## config.mk

```make
export PLATFORM = sky130hd
export DESIGN_NAME = ipi_unit
export DESIGN_NICKNAME = d
export VERILOG_FILES = /design/src/rtl/ipi_pkg.sv /design/src/rtl/ipi_lane_decode.sv /design/src/rtl/ipi_cpu_slot.sv /design/src/rtl/ipi_unit.sv
export SDC_FILE = /design/constraint.sdc
export NUM_CORES = 1
export LEC_CHECK = 0
export BUFFER_PORTS_ARGS = -buffer_cell sky130_fd_sc_hd__buf_4
export CORE_ASPECT_RATIO = 0.7
export CORE_MARGIN = 2
export CORE_UTILIZATION = 38
export CTS_CLUSTER_SIZE = 40
export DETAILED_ROUTE_END_ITERATION = 10
export PLACE_DENSITY = 0.78
export SYNTH_ARGS = -nofsm -noshare
export SYNTH_HDL_FRONTEND = slang
export SYNTH_SLANG_ARGS = --single-unit
```

## constraint.sdc

```tcl
create_clock -name clk -period 1.7 [get_ports clk]
set_input_delay 0.255 -clock clk [delete_from_list [all_inputs] [get_ports clk]]
set_output_delay 0.255 -clock clk [all_outputs]
set_load 0.05 [all_outputs]
```

## src/rtl/ipi_pkg.sv

```systemverilog
package ipi_pkg;

    localparam int WORD_W     = 32;
    localparam int SEL_W      = 3;
    localparam int BIT_CROSS  = 0;
    localparam int BIT_SELF   = 31;

    localparam logic [15:0] EV_TYPE_IPI = 16'd4;
    localparam logic [15:0] EV_NUM_CROSS = 16'd1;
    localparam logic [15:0] EV_NUM_SELF  = 16'd2;

    typedef enum logic [SEL_W-1:0] {
        REG_SEND     = 3'd0,
        REG_ACK      = 3'd1,
        REG_MASK_ON  = 3'd2,
        REG_MASK_OFF = 3'd3,
        REG_EVENT    = 3'd4
    } reg_sel_e;

    typedef enum logic [1:0] {
        CH_NONE  = 2'd0,
        CH_CROSS = 2'd1,
        CH_SELF  = 2'd2
    } chan_e;

    // Per-CPU action bundle produced by one request lane.
    typedef struct packed {
        logic raise_cross;
        logic raise_self;
        logic clr_cross;
        logic clr_self;
        logic mon_cross;
        logic mon_self;
        logic moff_cross;
        logic moff_self;
        logic take;
    } cpu_act_t;

    function automatic logic [WORD_W-1:0] event_word(input chan_e ch);
        logic [WORD_W-1:0] w;
        case (ch)
            CH_CROSS: w = {EV_TYPE_IPI, EV_NUM_CROSS};
            CH_SELF:  w = {EV_TYPE_IPI, EV_NUM_SELF};
            default:  w = '0;
        endcase
        return w;
    endfunction

    function automatic cpu_act_t merge_act(input cpu_act_t a, input cpu_act_t b);
        return a | b;
    endfunction

endpackage

```

## src/rtl/ipi_lane_decode.sv

```systemverilog
module ipi_lane_decode
    import ipi_pkg::*;
#(
    parameter int NC = 4,
    parameter int CW = 2
) (
    input  logic                 valid,
    input  logic                 write,
    input  logic [CW-1:0]        cpu,
    input  logic [SEL_W-1:0]     sel,
    input  logic [WORD_W-1:0]    wdata,
    output cpu_act_t             act [NC]
);

    reg_sel_e sel_e;
    assign sel_e = reg_sel_e'(sel);

    logic wr_send, wr_ack, wr_on, wr_off, rd_evt;
    assign wr_send = valid &&  write && (sel_e == REG_SEND);
    assign wr_ack  = valid &&  write && (sel_e == REG_ACK);
    assign wr_on   = valid &&  write && (sel_e == REG_MASK_ON);
    assign wr_off  = valid &&  write && (sel_e == REG_MASK_OFF);
    assign rd_evt  = valid && !write && (sel_e == REG_EVENT);

    logic unused_wdata;
    assign unused_wdata = ^wdata;

    for (genvar c = 0; c < NC; c++) begin : g_cpu
        logic own;
        assign own = (int'(cpu) == c);

        assign act[c].raise_cross = wr_send && wdata[c];
        assign act[c].raise_self  = wr_send && own && wdata[BIT_SELF];
        assign act[c].clr_cross   = wr_ack  && own && wdata[BIT_CROSS];
        assign act[c].clr_self    = wr_ack  && own && wdata[BIT_SELF];
        assign act[c].mon_cross   = wr_on   && own && wdata[BIT_CROSS];
        assign act[c].mon_self    = wr_on   && own && wdata[BIT_SELF];
        assign act[c].moff_cross  = wr_off  && own && wdata[BIT_CROSS];
        assign act[c].moff_self   = wr_off  && own && wdata[BIT_SELF];
        assign act[c].take        = rd_evt  && own;
    end

endmodule

```

## src/rtl/ipi_cpu_slot.sv

```systemverilog
module ipi_cpu_slot
    import ipi_pkg::*;
(
    input  logic     clk,
    input  logic     rst,
    input  cpu_act_t act,
    input  logic     hw_busy,
    output logic     pend_cross,
    output logic     pend_self,
    output logic     mask_cross,
    output logic     mask_self,
    output chan_e    offer,
    output logic     irq
);

    logic live_cross, live_self;
    assign live_cross = pend_cross && !mask_cross;
    assign live_self  = pend_self  && !mask_self;
    assign irq        = live_cross || live_self;

    // Fixed priority: a waiting hardware line, then cross, then self.
    always_comb begin
        if (hw_busy)         offer = CH_NONE;
        else if (live_cross) offer = CH_CROSS;
        else if (live_self)  offer = CH_SELF;
        else                 offer = CH_NONE;
    end

    logic auto_cross, auto_self;
    assign auto_cross = act.take && (offer == CH_CROSS);
    assign auto_self  = act.take && (offer == CH_SELF);

    always_ff @(posedge clk) begin
        if (rst) begin
            pend_cross <= 1'b0;
            pend_self  <= 1'b0;
            mask_cross <= 1'b1;
            mask_self  <= 1'b1;
        end else begin
            pend_cross <= act.raise_cross || (pend_cross && !act.clr_cross);
            pend_self  <= act.raise_self  || (pend_self  && !act.clr_self);
            mask_cross <= act.mon_cross || auto_cross || (mask_cross && !act.moff_cross);
            mask_self  <= act.mon_self  || auto_self  || (mask_self  && !act.moff_self);
        end
    end

endmodule

```

## src/rtl/ipi_unit.sv

```systemverilog
module ipi_unit
    import ipi_pkg::*;
#(
    parameter int NC = 4,
    parameter int NP = 2,
    parameter int CW = (NC > 1) ? $clog2(NC) : 1
) (
    input  logic                 clk,
    input  logic                 rst,
    input  logic [NP-1:0]        req_valid,
    input  logic [NP-1:0]        req_write,
    input  logic [NP*CW-1:0]     req_cpu,
    input  logic [NP*SEL_W-1:0]  req_sel,
    input  logic [NP*WORD_W-1:0] req_wdata,
    input  logic [NC-1:0]        hw_pend,
    output logic [NP*WORD_W-1:0] rsp_data,
    output logic [NC-1:0]        irq_out
);

    cpu_act_t lane_act [NP][NC];
    cpu_act_t cpu_act  [NC];
    chan_e    offer    [NC];

    logic [NC-1:0] pend_cross_v, pend_self_v, mask_cross_v, mask_self_v;

    for (genvar l = 0; l < NP; l++) begin : g_lane
        ipi_lane_decode #(.NC(NC), .CW(CW)) u_dec (
            .valid (req_valid[l]),
            .write (req_write[l]),
            .cpu   (req_cpu[l*CW +: CW]),
            .sel   (req_sel[l*SEL_W +: SEL_W]),
            .wdata (req_wdata[l*WORD_W +: WORD_W]),
            .act   (lane_act[l])
        );
    end

    always_comb begin
        for (int c = 0; c < NC; c++) begin
            cpu_act[c] = '0;
            for (int l = 0; l < NP; l++) begin
                cpu_act[c] = merge_act(cpu_act[c], lane_act[l][c]);
            end
        end
    end

    for (genvar c = 0; c < NC; c++) begin : g_slot
        ipi_cpu_slot u_slot (
            .clk        (clk),
            .rst        (rst),
            .act        (cpu_act[c]),
            .hw_busy    (hw_pend[c]),
            .pend_cross (pend_cross_v[c]),
            .pend_self  (pend_self_v[c]),
            .mask_cross (mask_cross_v[c]),
            .mask_self  (mask_self_v[c]),
            .offer      (offer[c]),
            .irq        (irq_out[c])
        );
    end

    for (genvar l = 0; l < NP; l++) begin : g_rsp
        logic [CW-1:0]     who;
        logic              evt_rd;
        logic [WORD_W-1:0] rsp_n, rsp_q;

        assign who    = req_cpu[l*CW +: CW];
        assign evt_rd = req_valid[l] && !req_write[l] &&
                        (reg_sel_e'(req_sel[l*SEL_W +: SEL_W]) == REG_EVENT) &&
                        (int'(who) < NC);

        always_comb begin
            rsp_n = '0;
            if (evt_rd) rsp_n = event_word(offer[who]);
        end

        always_ff @(posedge clk) begin
            if (rst) rsp_q <= '0;
            else     rsp_q <= rsp_n;
        end

        assign rsp_data[l*WORD_W +: WORD_W] = rsp_q;
    end

endmodule

```

==> Word-level counts from Yosys, hierarchy flattened <==
Cells that the tools add are included.
{ "classes": {"multipliers": 0, "div": 0, "order_cmp": 2, "n_bitwise": 8, "n_eq_ne": 26, "add_sub_neg": 0, "reduce_logical": 210, "n_mux": 20, "n_shift": 0} }
{ "ops": {"columns": ["op", "count"], "rows": [
  ["1-bit logical AND", 150],
  ["19-bit case mux with 2 select lines", 2],
  ["9-bit OR", 4],
  ["2-bit 2-to-1 mux", 16],
  ["1-bit logical OR", 28],
  ["1-bit zero test", 26],
  ["2-bit == test (second input constant)", 10],
  ["2-bit by 1-bit == test with 1-bit output (second input constant)", 8],
  ["3-bit by 2-bit == test with 1-bit output (second input constant)", 4],
  ["2-bit binary-select mux with 2-bit select", 2],
  ["3-bit by 1-bit == test with 1-bit output (second input constant)", 2],
  ["3-bit == test (second input constant)", 2],
  ["3-bit greater-or-equal comparator (second input constant)", 2],
  ["3-bit zero test", 2],
  ["2-bit NOT with 3-bit output", 2],
  ["2-bit zero test", 2],
  ["2-bit OR reduction", 2],
  ["1-bit NOT", 2]
]} }
{ "totals": {"in_bits": 84, "ram_bits": 0, "ff_bits": 80, "mem_bits_ro": 0, "out_inout_bits": 68, "elab_cells": 284, "memories": 0, "latch_bits": 0} }

==> Longest topological paths before layout <==
Gate-level depths: netlist of run 1.
{ "depth": {"word_depth": 10, "depth_mapped": 6, "ltp_nobuf": 6} }

==> Hierarchy <==
Synthesis of run 1 repeated with hierarchy kept, for this count alone.
{ "unflattened": {"hier_cells": 334, "hier_area_um2": 2533.7} }
{ "by_module_without_submodules": {"columns": ["module", "cells_per_inst", "seq_area_each_um2", "n_inst", "area_per_inst_um2"], "rows": [
  ["ipi_unit", 124, 120.1, 1, 1032.2],
  ["ipi_cpu_slot", 23, 80.1, 4, 205.2],
  ["ipi_lane_decode", 59, 0.0, 2, 340.3]
]} }

==> Worst setup path after synthesis of run 1 <==
Ideal clock, no wire load.
{ "synth_path": {"path_kind": "register to register", "from": "register g_slot[3].u_slot.pend_cross", "to": "register g_rsp[0].rsp_q[18]", "n_path_buf": 0, "path_stages_with_launch": 6, "setup_time_ns": 0.078, "required_time_ns": 1.622, "period_less_slack_ns": 1.786, "arrival_ns": 1.708, "slack_ns": -0.086, "cell_sequence": "dfxtp_1 -> nor2b_1 -> or3_1 -> mux4_2 -> ha_1 -> nor3_1"} }
{ "synth_via": {"elab_chain_cells": 8, "elab_cells_between_ends": 9, "cone_classes": "2 x eq/ne; 6 x mux; 1 x reduce/logical"} }
{ "synth_lines": {"columns": ["element", "line", "source"], "rows": [
  ["from (decl)", "ipi_cpu_slot.sv:8", "output logic pend_cross,"],
  ["from (signal assigned)", "ipi_cpu_slot.sv:40", "pend_cross <= act.raise_cross || (pend_cross && !act.clr_cross);"],
  ["1-bit logical AND *", "ipi_cpu_slot.sv:17", "assign live_cross = pend_cross && !mask_cross;"],
  ["2-bit 2-to-1 mux *", "ipi_cpu_slot.sv:24", "else if (live_cross) offer = CH_CROSS;"],
  ["2-bit 2-to-1 mux *", "ipi_cpu_slot.sv:23", "if (hw_busy) offer = CH_NONE;"],
  ["2-bit binary-select mux with 2-bit select *", "ipi_unit.sv:73", "if (evt_rd) rsp_n = event_word(offer[who]);"],
  ["2-bit 2-to-1 mux (not written as such) * (2 in a row)", "ipi_unit.sv:73", null],
  ["2-bit == test or 2-bit by 1-bit == test with 1-bit output (tied branches)", "ipi_pkg.sv:41", "case (ch)"],
  ["19-bit case mux with 2 select lines *", "ipi_pkg.sv:41", null],
  ["to (signal assigned)", "ipi_unit.sv:78", "else rsp_q <= rsp_n;"],
  ["to (decl)", "ipi_unit.sv:64", "logic [WORD_W-1:0] rsp_n, rsp_q;"]
]} }
Every way passes the cells marked *; elsewhere a longest branch is shown, timed or not. The select of a mux whose other input is x is not followed.
A chain may end at the register's enable or synchronous reset.

==> Worst setup path after layout of run 1 <==
{ "layout_path": {"from": "register g_slot[3].u_slot.pend_cross", "to": "register g_rsp[1].rsp_q[18]"} }
{ "layout_via": {"elab_chain_cells": 8, "elab_cells_between_ends": 9, "cone_classes": "2 x eq/ne; 6 x mux; 1 x reduce/logical"} }
{ "layout_lines": {"columns": ["element", "line"], "rows": [
  ["1-bit logical AND *", "ipi_cpu_slot.sv:17"],
  ["2-bit 2-to-1 mux *", "ipi_cpu_slot.sv:24"],
  ["2-bit 2-to-1 mux *", "ipi_cpu_slot.sv:23"],
  ["2-bit binary-select mux with 2-bit select *", "ipi_unit.sv:73"],
  ["2-bit 2-to-1 mux (not written as such) * (2 in a row)", "ipi_unit.sv:73"],
  ["2-bit == test or 2-bit by 1-bit == test with 1-bit output (tied branches)", "ipi_pkg.sv:41"],
  ["19-bit case mux with 2 select lines *", "ipi_pkg.sv:41"],
  ["to (signal assigned)", "ipi_unit.sv:78"],
  ["to (decl)", "ipi_unit.sv:64"]
]} }
Marked as above.

==> results of run 1 <==
## power breakdown
group          internal, mW  total, mW  switching (mW)
Sequential            0.520      0.522         0.00268
Combinational         0.105      0.505           0.400
Clock                 0.207      0.404           0.196
Total                 0.832       1.43           0.599
## routing by layer
| metal | wire length, um | share of wire | global-route usage |
|---|---|---|---|
| met1 | 2480 | 0.42 | 0.256 |
| met2 | 2770 | 0.47 | 0.290 |
| met3 | 580 | 0.098 | 0.0324 |
| met4 | 80 | 0.014 | 0.0580 |
| met5 | 0 | 0 | 0 |
## what timing repair did
| item | in CTS | in global routing |
|---|---|---|
| setup buffers | 1 | 1 |
| pin swaps | 1 | 1 |
| setup endpoints to repair | 6 | 6 |
| resized for setup | 5 | 14 |
| hold buffers | 0 | 0 |
## cells by family after synthesis
family                   count (synthesis)  share of synthesized area
flip-flops                              22                      0.201
buffers and inverters                   78                      0.251
multiplexers                             4                     0.0412
other                                    1                    0.00172
AND/OR/NAND/NOR                        110                      0.318
adder cells (fa/ha/maj)                  4                     0.0229
AO/OA/AOI/OAI                           54                      0.164
## critical path: stages, from the launching register on
cell and delay [ns]:
sky130_fd_sc_hd__dfxtp_2 0.33, sky130_fd_sc_hd__nor2b_4 0.12, sky130_fd_sc_hd__or3_4 0.40, sky130_fd_sc_hd__mux4_2 0.54, sky130_fd_sc_hd__ha_4 0.30, sky130_fd_sc_hd__nor3_4 0.03
## flip-flops by register name (all words and copies together), names as in the netlist
name	flops
g_rsp.rsp_q	6
g_slot.u_slot.mask_cross	4
g_slot.u_slot.mask_self	4
g_slot.u_slot.pend_cross	4
g_slot.u_slot.pend_self	4
## cell usage after synthesis (2+ instances only)
master / count / share of area
sky130_fd_sc_hd__o221ai_1: 10 / 0.040
sky130_fd_sc_hd__o21ai_0: 4 / 0.0092
sky130_fd_sc_hd__nor2b_1: 10 / 0.029
sky130_fd_sc_hd__nand4b_1: 6 / 0.024
sky130_fd_sc_hd__nand2_1: 13 / 0.022
sky130_fd_sc_hd__a21oi_1: 19 / 0.044
sky130_fd_sc_hd__o31ai_1: 3 / 0.010
sky130_fd_sc_hd__buf_2: 4 / 0.0092
sky130_fd_sc_hd__inv_1: 3 / 0.0052
sky130_fd_sc_hd__nand3b_1: 2 / 0.0069
sky130_fd_sc_hd__a31oi_1: 7 / 0.020
sky130_fd_sc_hd__a32oi_1: 3 / 0.012
sky130_fd_sc_hd__dfxtp_1: 22 / 0.20
sky130_fd_sc_hd__and2_1: 5 / 0.014
sky130_fd_sc_hd__mux4_2: 4 / 0.041
sky130_fd_sc_hd__nand3_1: 14 / 0.032
sky130_fd_sc_hd__inv_2: 2 / 0.0034
sky130_fd_sc_hd__or4b_1: 4 / 0.018
sky130_fd_sc_hd__nor4b_1: 5 / 0.020
sky130_fd_sc_hd__a22oi_1: 4 / 0.014
sky130_fd_sc_hd__buf_4: 63 / 0.22
sky130_fd_sc_hd__or3_1: 7 / 0.020
sky130_fd_sc_hd__clkbuf_1: 4 / 0.0069
sky130_fd_sc_hd__buf_6: 2 / 0.010
sky130_fd_sc_hd__ha_1: 4 / 0.023
sky130_fd_sc_hd__nor3_1: 4 / 0.0092
sky130_fd_sc_hd__nor2_1: 11 / 0.019
sky130_fd_sc_hd__nand2b_1: 16 / 0.046
## stage by stage
| step | hold WS (ns) | TNS (ns) |
|---|---|---|
| floorplan | 0.403 | -0.181 |
| finish | 0.269 | -0.432 |
| global placement | 0.476 | -0.561 |
| detailed placement | 0.486 | -0.737 |
| CTS | 0.271 | -0.444 |
| global route | 0.313 | -0.674 |
## path summary, 6_finish.rpt
kind | startpoint | end | slack [ns]
min | req_wdata[33] | g_slot[1].u_slot.pend_cross | 0.27
max reg2reg | g_slot[3].u_slot.pend_cross | g_rsp[1].rsp_q[18] | -0.12
min reg2reg | g_slot[3].u_slot.pend_self | g_slot[3].u_slot.pend_self | 0.51
max | g_slot[3].u_slot.pend_cross | g_rsp[1].rsp_q[18] | -0.12
## cell type report
| class | instances | area (um^2) |
|---|---|---|
| multi-input cells | 230 | 1530 |
| flip-flops and latches | 22 | 444 |
| well taps | 75 | 93.8 |
| clock buffers | 4 | 55.1 |
| fillers | 571 | 2970 |
| repair buffers | 71 | 533 |
| inverters | 5 | 18.8 |
==> summary.md, run 1 <==
| Metric | Value |
|---|---|
| Status | `complete, but fails checks` |
| Violations in the final reports | `negative setup slack` |
| Largest net degree at the start of global routing | `21` |
| Floorplan die area | `6380 um^2` |
| Drt total wl | `5910 um` |
| Largest fanout of any net on the critical path | `3` |
| Most used DFF post-synth | `sky130_fd_sc_hd__dfxtp_1` |
| TritonCTS Buffers | `3` |
| Post-detailed-route DRC marker count | `0` |
| Iteration-0 DRC Markers | `231` |
| Weighted congestion at the end of routability-driven global placement | `0.869` |
| Final Max Slew Viols | `0` |
| Later-pin clock latency in the skew report | `0.28 ns` |
| Share of the clock period used by the worst path | `1.07` |
| Minimum setup slack after placement | `-0.233 ns` |
| Via count of the first global-routing pass | `1828` |
| Horizontal die dimension | `about 95 um` |
| Highest clock rate | `550 MHz` |
| Final Hold Violating Endpoints | `0` |
| Hold Path Cell Cnt | `3` |
| Number of enable flip-flop cells after synthesis | `0` |
| Post-route non-filler standard cell count | `407` |
| Number of nets in the layout | `421` |
| Boundary pin count | `152` |
| Fin crit period | `1.82 ns` |
| Total leakage power | `1.09 nW` |
| Synth Cell Area | `2190 um^2` |
| Total power | `1.43 mW` |
| Final-report setup violation count | `6` |
| Share of the core filled with cells | `0.474` |
| Asr flop ratio synth | `0` |
| Number of detailed-routing iterations run before antenna repair | `5` |
| Number of levels in the clock H-tree | `1` |
| Cell count after synthesis | `273` |
| Worst slew slack as a fraction of its limit | `0.571` |
| Wire length per cell after detailed routing | `14.5 um` |
| Syn avg cell area | `8.01 um^2` |
| Length in cells of the worst reg-to-reg path | `5` |
| Final instance area | `2670 um^2` |
| Total global routing track utilization | `0.184` |
| Total number of vias | `2108` |
| Pin slew with the least headroom to its limit | `0.643 ns` |
| Worst Clk Skew | `between 0.006 and 0.007 ns` |
| Synthesis-stage register bit count | `22` |
| Classification of the worst-slack hold path | `in2reg` |
| Number of synthesis warnings | `0` |
| Placement Cell Area | `approximately 2500 um^2` |
| Antenna violations before repair | `0` |
| Detailed placer's ending HPWL | `4560 um` |
| Mean number of vias per cell | `5.18` |
| Wire length of the first global-routing pass | `9000 um` |
| Worst voltage drop across the vdd grid | `236 uV` |
| Die Height | `67.5 um` |
| Root buf cell | `sky130_fd_sc_hd__clkbuf_8` |
| Starting density of the core | `0.388` |
| Core Area | `5640 um^2` |
| Critical Path End Type | `flip-flop` |
| Total number of placement rows | `23` |
| Most common cell after layout, fill and taps aside | `sky130_fd_sc_hd__buf_4` |
| Kind of critical path | `reg2reg` |
| Sequential-to-total area share from yosys stat | `0.201` |
| Number of placed cells counting well taps | `401` |
| Layout cells sized above 1 | `0.316` |
| Power per unit of standard cell area | `535 nW/um^2` |
| CTS tree | `built` |
| Critical path data required time | `1.87 ns` |
| Setup repair after global routing missed its margin | `true` |
| Layout overhead on the synthesized area | `22.3%` |
| PortBufs | `39` |
| Number of nets still failing antenna checks after routing | `0` |
| Data arrival time of the critical path | `1.99 ns` |
| Number of max-capacitance violations reported | `0` |
| Distinct cells, synth | `46` |
| Setup ws final | `-0.117 ns` |
| Antenna Diode Count | `0` |
| Clock net sink count | `22` |
| Overflow after GRT | `0` |
| Worst Setup Start Kind | `flip-flop` |
| Commonest cells after routing, fill and taps aside | `sky130_fd_sc_hd__buf_4 (71), sky130_fd_sc_hd__conb_1 (58), sky130_fd_sc_hd__a21oi_1 (19), sky130_fd_sc_hd__dfxtp_1 (19)` |
| Max Buffers Root-to-Sink | `2` |
| Clock slew at reported path FFs | `0.09 ns` |
Power figures use the tool's default switching activity.
==> inputs of run 2 (changes only) <==
Settings changed: CORE_UTILIZATION 38 to 40, HOLD_SLACK_MARGIN set to 0.03, SYNTH_HIERARCHICAL set to 1.
==> summary.md, run 2 <==
| Metric | Value |
|---|---|
| Most frequent cells after synthesis | `sky130_fd_sc_hd__nor2_1 (70), sky130_fd_sc_hd__buf_4 (58), sky130_fd_sc_hd__or2_2 (36)` |
| Iteration-0 DRC Markers | `~210` |
| Asr flop ratio synth | `0` |
| Most common cell after layout, fill and taps aside | `sky130_fd_sc_hd__nor2_1` |
| Synth area leader | `sky130_fd_sc_hd__dfxtp_1` |
| Share of the core filled with cells | `0.473` |
| Number of levels in the clock H-tree | `1` |
| Total leakage power | `1.31 nW` |
| Clock net sink count | `22` |
| Distinct cells, synth | `28` |
| Worst Setup Start Kind | `flip-flop` |
| Total number of vias | `2257` |
| TritonCTS Buffers | `3` |
| Post-detailed-route DRC marker count | `0` |
| Max Buffers Root-to-Sink | `2` |
| Setup ws final | `a little under 0.05 ns` |
| Weighted congestion at the end of routability-driven global placement | `0.903` |
| Highest clock rate | `606 MHz` |
| Worst Clk Skew | `between 0.004 and 0.005 ns` |
| Sequential-to-total area share from yosys stat | `0.174` |
| Setup repair after global routing missed its margin | `true` |
| Wire length per cell after detailed routing | `14.1 um` |
| Commonest cells after routing, fill and taps aside | `sky130_fd_sc_hd__nor2_1 (70), sky130_fd_sc_hd__conb_1 (58), sky130_fd_sc_hd__buf_4 (56), sky130_fd_sc_hd__or2_2 (36), sky130_fd_sc_hd__nand2b_1 (23)` |
| Number of enable flip-flop cells after synthesis | `0` |
| Minimum setup slack after placement | `-0.0762 ns` |
| Worst hold slack across all endpoints | `about 0.21 ns` |
| Layout overhead on the synthesized area | `15.5%` |
| Total global routing track utilization | `0.181` |
| Post-route non-filler standard cell count | `459` |
| Via count of the first global-routing pass | `approximately 2100` |
| Root buf cell | `sky130_fd_sc_hd__clkbuf_8` |
| Die Height | `70.6 um` |
| Mean number of vias per cell | `4.92` |
| Number of max-capacitance violations reported | `0` |
| Synthesis-stage register bit count | `22` |
| CTS tree | `built` |
| Critical Path End Type | `flip-flop` |
| Power per unit of standard cell area | `530 nW/um^2` |
| Synth Cell Area | `2530 um^2` |
| Number of detailed-routing iterations run before antenna repair | `4` |
| Number of flip-flops under the largest register name | `6` |
| Largest fanout of any net on the critical path | `3` |
| Drt total wl | `6480 um` |
| Worst voltage drop across the vdd grid | `349 uV` |
| Critical path data required time | `1.90 ns` |
| Layout cells sized above 1 | `0.365` |
| Boundary pin count | `around 150` |
| Antenna violations before repair | `0` |
| Final Max Slew Viols | `0` |
| Number of nets in the layout | `between 400 and 500` |
| Most used DFF post-synth | `sky130_fd_sc_hd__dfxtp_1` |
| Floorplan die area | `7000 um^2` |
| Total number of placement rows | `24` |
| Status | `finished clean` |
| Number of synthesis warnings | `6` |
| Antenna Diode Count | `0` |
| Horizontal die dimension | `a little under 100 um` |
| Clock slew at reported path FFs | `0.10 ns` |
| Register bank with the most flops | `g_rsp.rsp_q` |
| Fin crit period | `between 1.5 and 2 ns` |
| Data arrival time of the critical path | `between 1.5 and 2 ns` |
| Largest net degree at the start of global routing | `21` |
| PortBufs | `39` |
| Number of placed cells counting well taps | `452` |
| Classification of the worst-slack hold path | `in2reg` |
| Area share of the largest cell type after synthesis | `0.174` |
| Overflow after GRT | `0` |
| Detailed placer's ending HPWL | `4880 um` |
| Later-pin clock latency in the skew report | `~0.28 ns` |
| Leading post-synthesis cells by cell area | `sky130_fd_sc_hd__dfxtp_1 (17%), sky130_fd_sc_hd__buf_4 (17%), sky130_fd_sc_hd__nor2_1 (10%), sky130_fd_sc_hd__or2_2 (8.9%), sky130_fd_sc_hd__nand2b_1 (6.2%)` |
| Library cell with the highest instance count after synthesis | `sky130_fd_sc_hd__nor2_1` |
| Syn avg cell area | `7.59 um^2` |
| Number of nets still failing antenna checks after routing | `0` |
| Final-report setup violation count | `0` |
| Final Hold Violating Endpoints | `0` |
| Cell count after synthesis | `334` |
| Share of the clock period used by the worst path | `0.971` |
| Wire length of the first global-routing pass | `10200 um` |
| Kind of critical path | `reg2reg` |
| CTS hold repair buffers | `0` |
| Starting density of the core | `0.410` |
| Core Area | `6190 um^2` |
-- run 2: cell count changes after synthesis, sizes merged, moves of 7 or more --
cell,change
or3,-7
or2,+35
a31oi,-7
nand3,-14
nor3b,+7
nor2,+59
nor4,+7
nand2,-7
a21oi,-11
nand4bb,+10
inv,+13
nand2b,+12
-- run 2: routing by layer --
metal  track usage  vias up  part of all wire
met5             0        -                 0
met4        0.0411        0            0.0059
li1              -     1090                 -
met2         0.304       92              0.49
met3        0.0356        5             0.087
met1         0.242     1070              0.42
-- run 2: stage by stage --
stage | instance area (um^2) | power (mW) | setup TNS, ns
after floorplan | 2750 | 1.02 | 0
after global placement | 2760 | 1.01 | -0.0400
after detailed placement | 2760 | 1.02 | -0.0762
after CTS | 2890 | 1.55 | 0
after global routing | 2930 | 1.60 | -0.0213
final | 2930 | 1.55 | 0
-- run 2: cell type report --
class | count | area, um^2
Fill cell | 620 | 3260
Tap cell | 78 | 97.6
Timing Repair Buffer | 56 | 420
Sequential cell | 22 | 450
Multi-Input combinational cell | 281 | 1820
Inverter | 18 | 67.6
Clock buffer | 3 | 41.3
Clock inverter | 1 | 30.0
-- run 2: final timing paths --
| kind | slack (ns) | depth (start not counted) | end | start |
|---|---|---|---|---|
| setup reg to reg | 0.05 | 6 | g_rsp[1].rsp_q[18] | g_slot[0].u_slot/pend_cross |
| setup / recovery | 0.05 | 6 | g_rsp[1].rsp_q[18] | g_slot[0].u_slot/pend_cross |
| hold reg to reg | 0.50 | 2 | g_slot[1].u_slot/mask_self | g_slot[1].u_slot/mask_self |
| hold / removal | 0.21 | 2 | g_rsp[1].rsp_q[18] | req_write[1] |
-- run 2: repair_timing --
item,4_1_cts,5_1_grt
gates cloned,0,0
endpoints found under the setup margin,1,4
resized for setup,15,4
setup buffers,2,1
pin swaps,2,0
-- run 2: logic make-up (layout without fill, tap and decap cells) --
kind of cell	Yosys count	count (layout)	share of synthesized area
compound gates	16	16	0.0553
flops	22	22	0.174
other cells	1	58	0.00148
simple gates	199	199	0.495
fa+ha+maj	4	4	0.0198
mux	4	4	0.0356
buf+inv	88	78	0.219
-- run 2: report_power, final --
| part | total (mW) | leakage, nW | switching [mW] | internal, mW |
|---|---|---|---|---|
| logic | 0.498 | 1.10 | 0.399 | 0.0988 |
| clock network | 0.529 | 0.0357 | 0.213 | 0.316 |
| registers | 0.524 | 0.178 | 0.00369 | 0.520 |
| total | 1.55 | 1.31 | 0.616 | 0.934 |
-- run 2: worst max-delay path: stages, from the launching register on --
cell                      delay [ns]
sky130_fd_sc_hd__dfxtp_2        0.36
sky130_fd_sc_hd__nor2b_4        0.16
sky130_fd_sc_hd__nor3_2         0.06
sky130_fd_sc_hd__mux4_2         0.50
sky130_fd_sc_hd__inv_2          0.10
sky130_fd_sc_hd__ha_4           0.20
sky130_fd_sc_hd__nor4_2         0.19
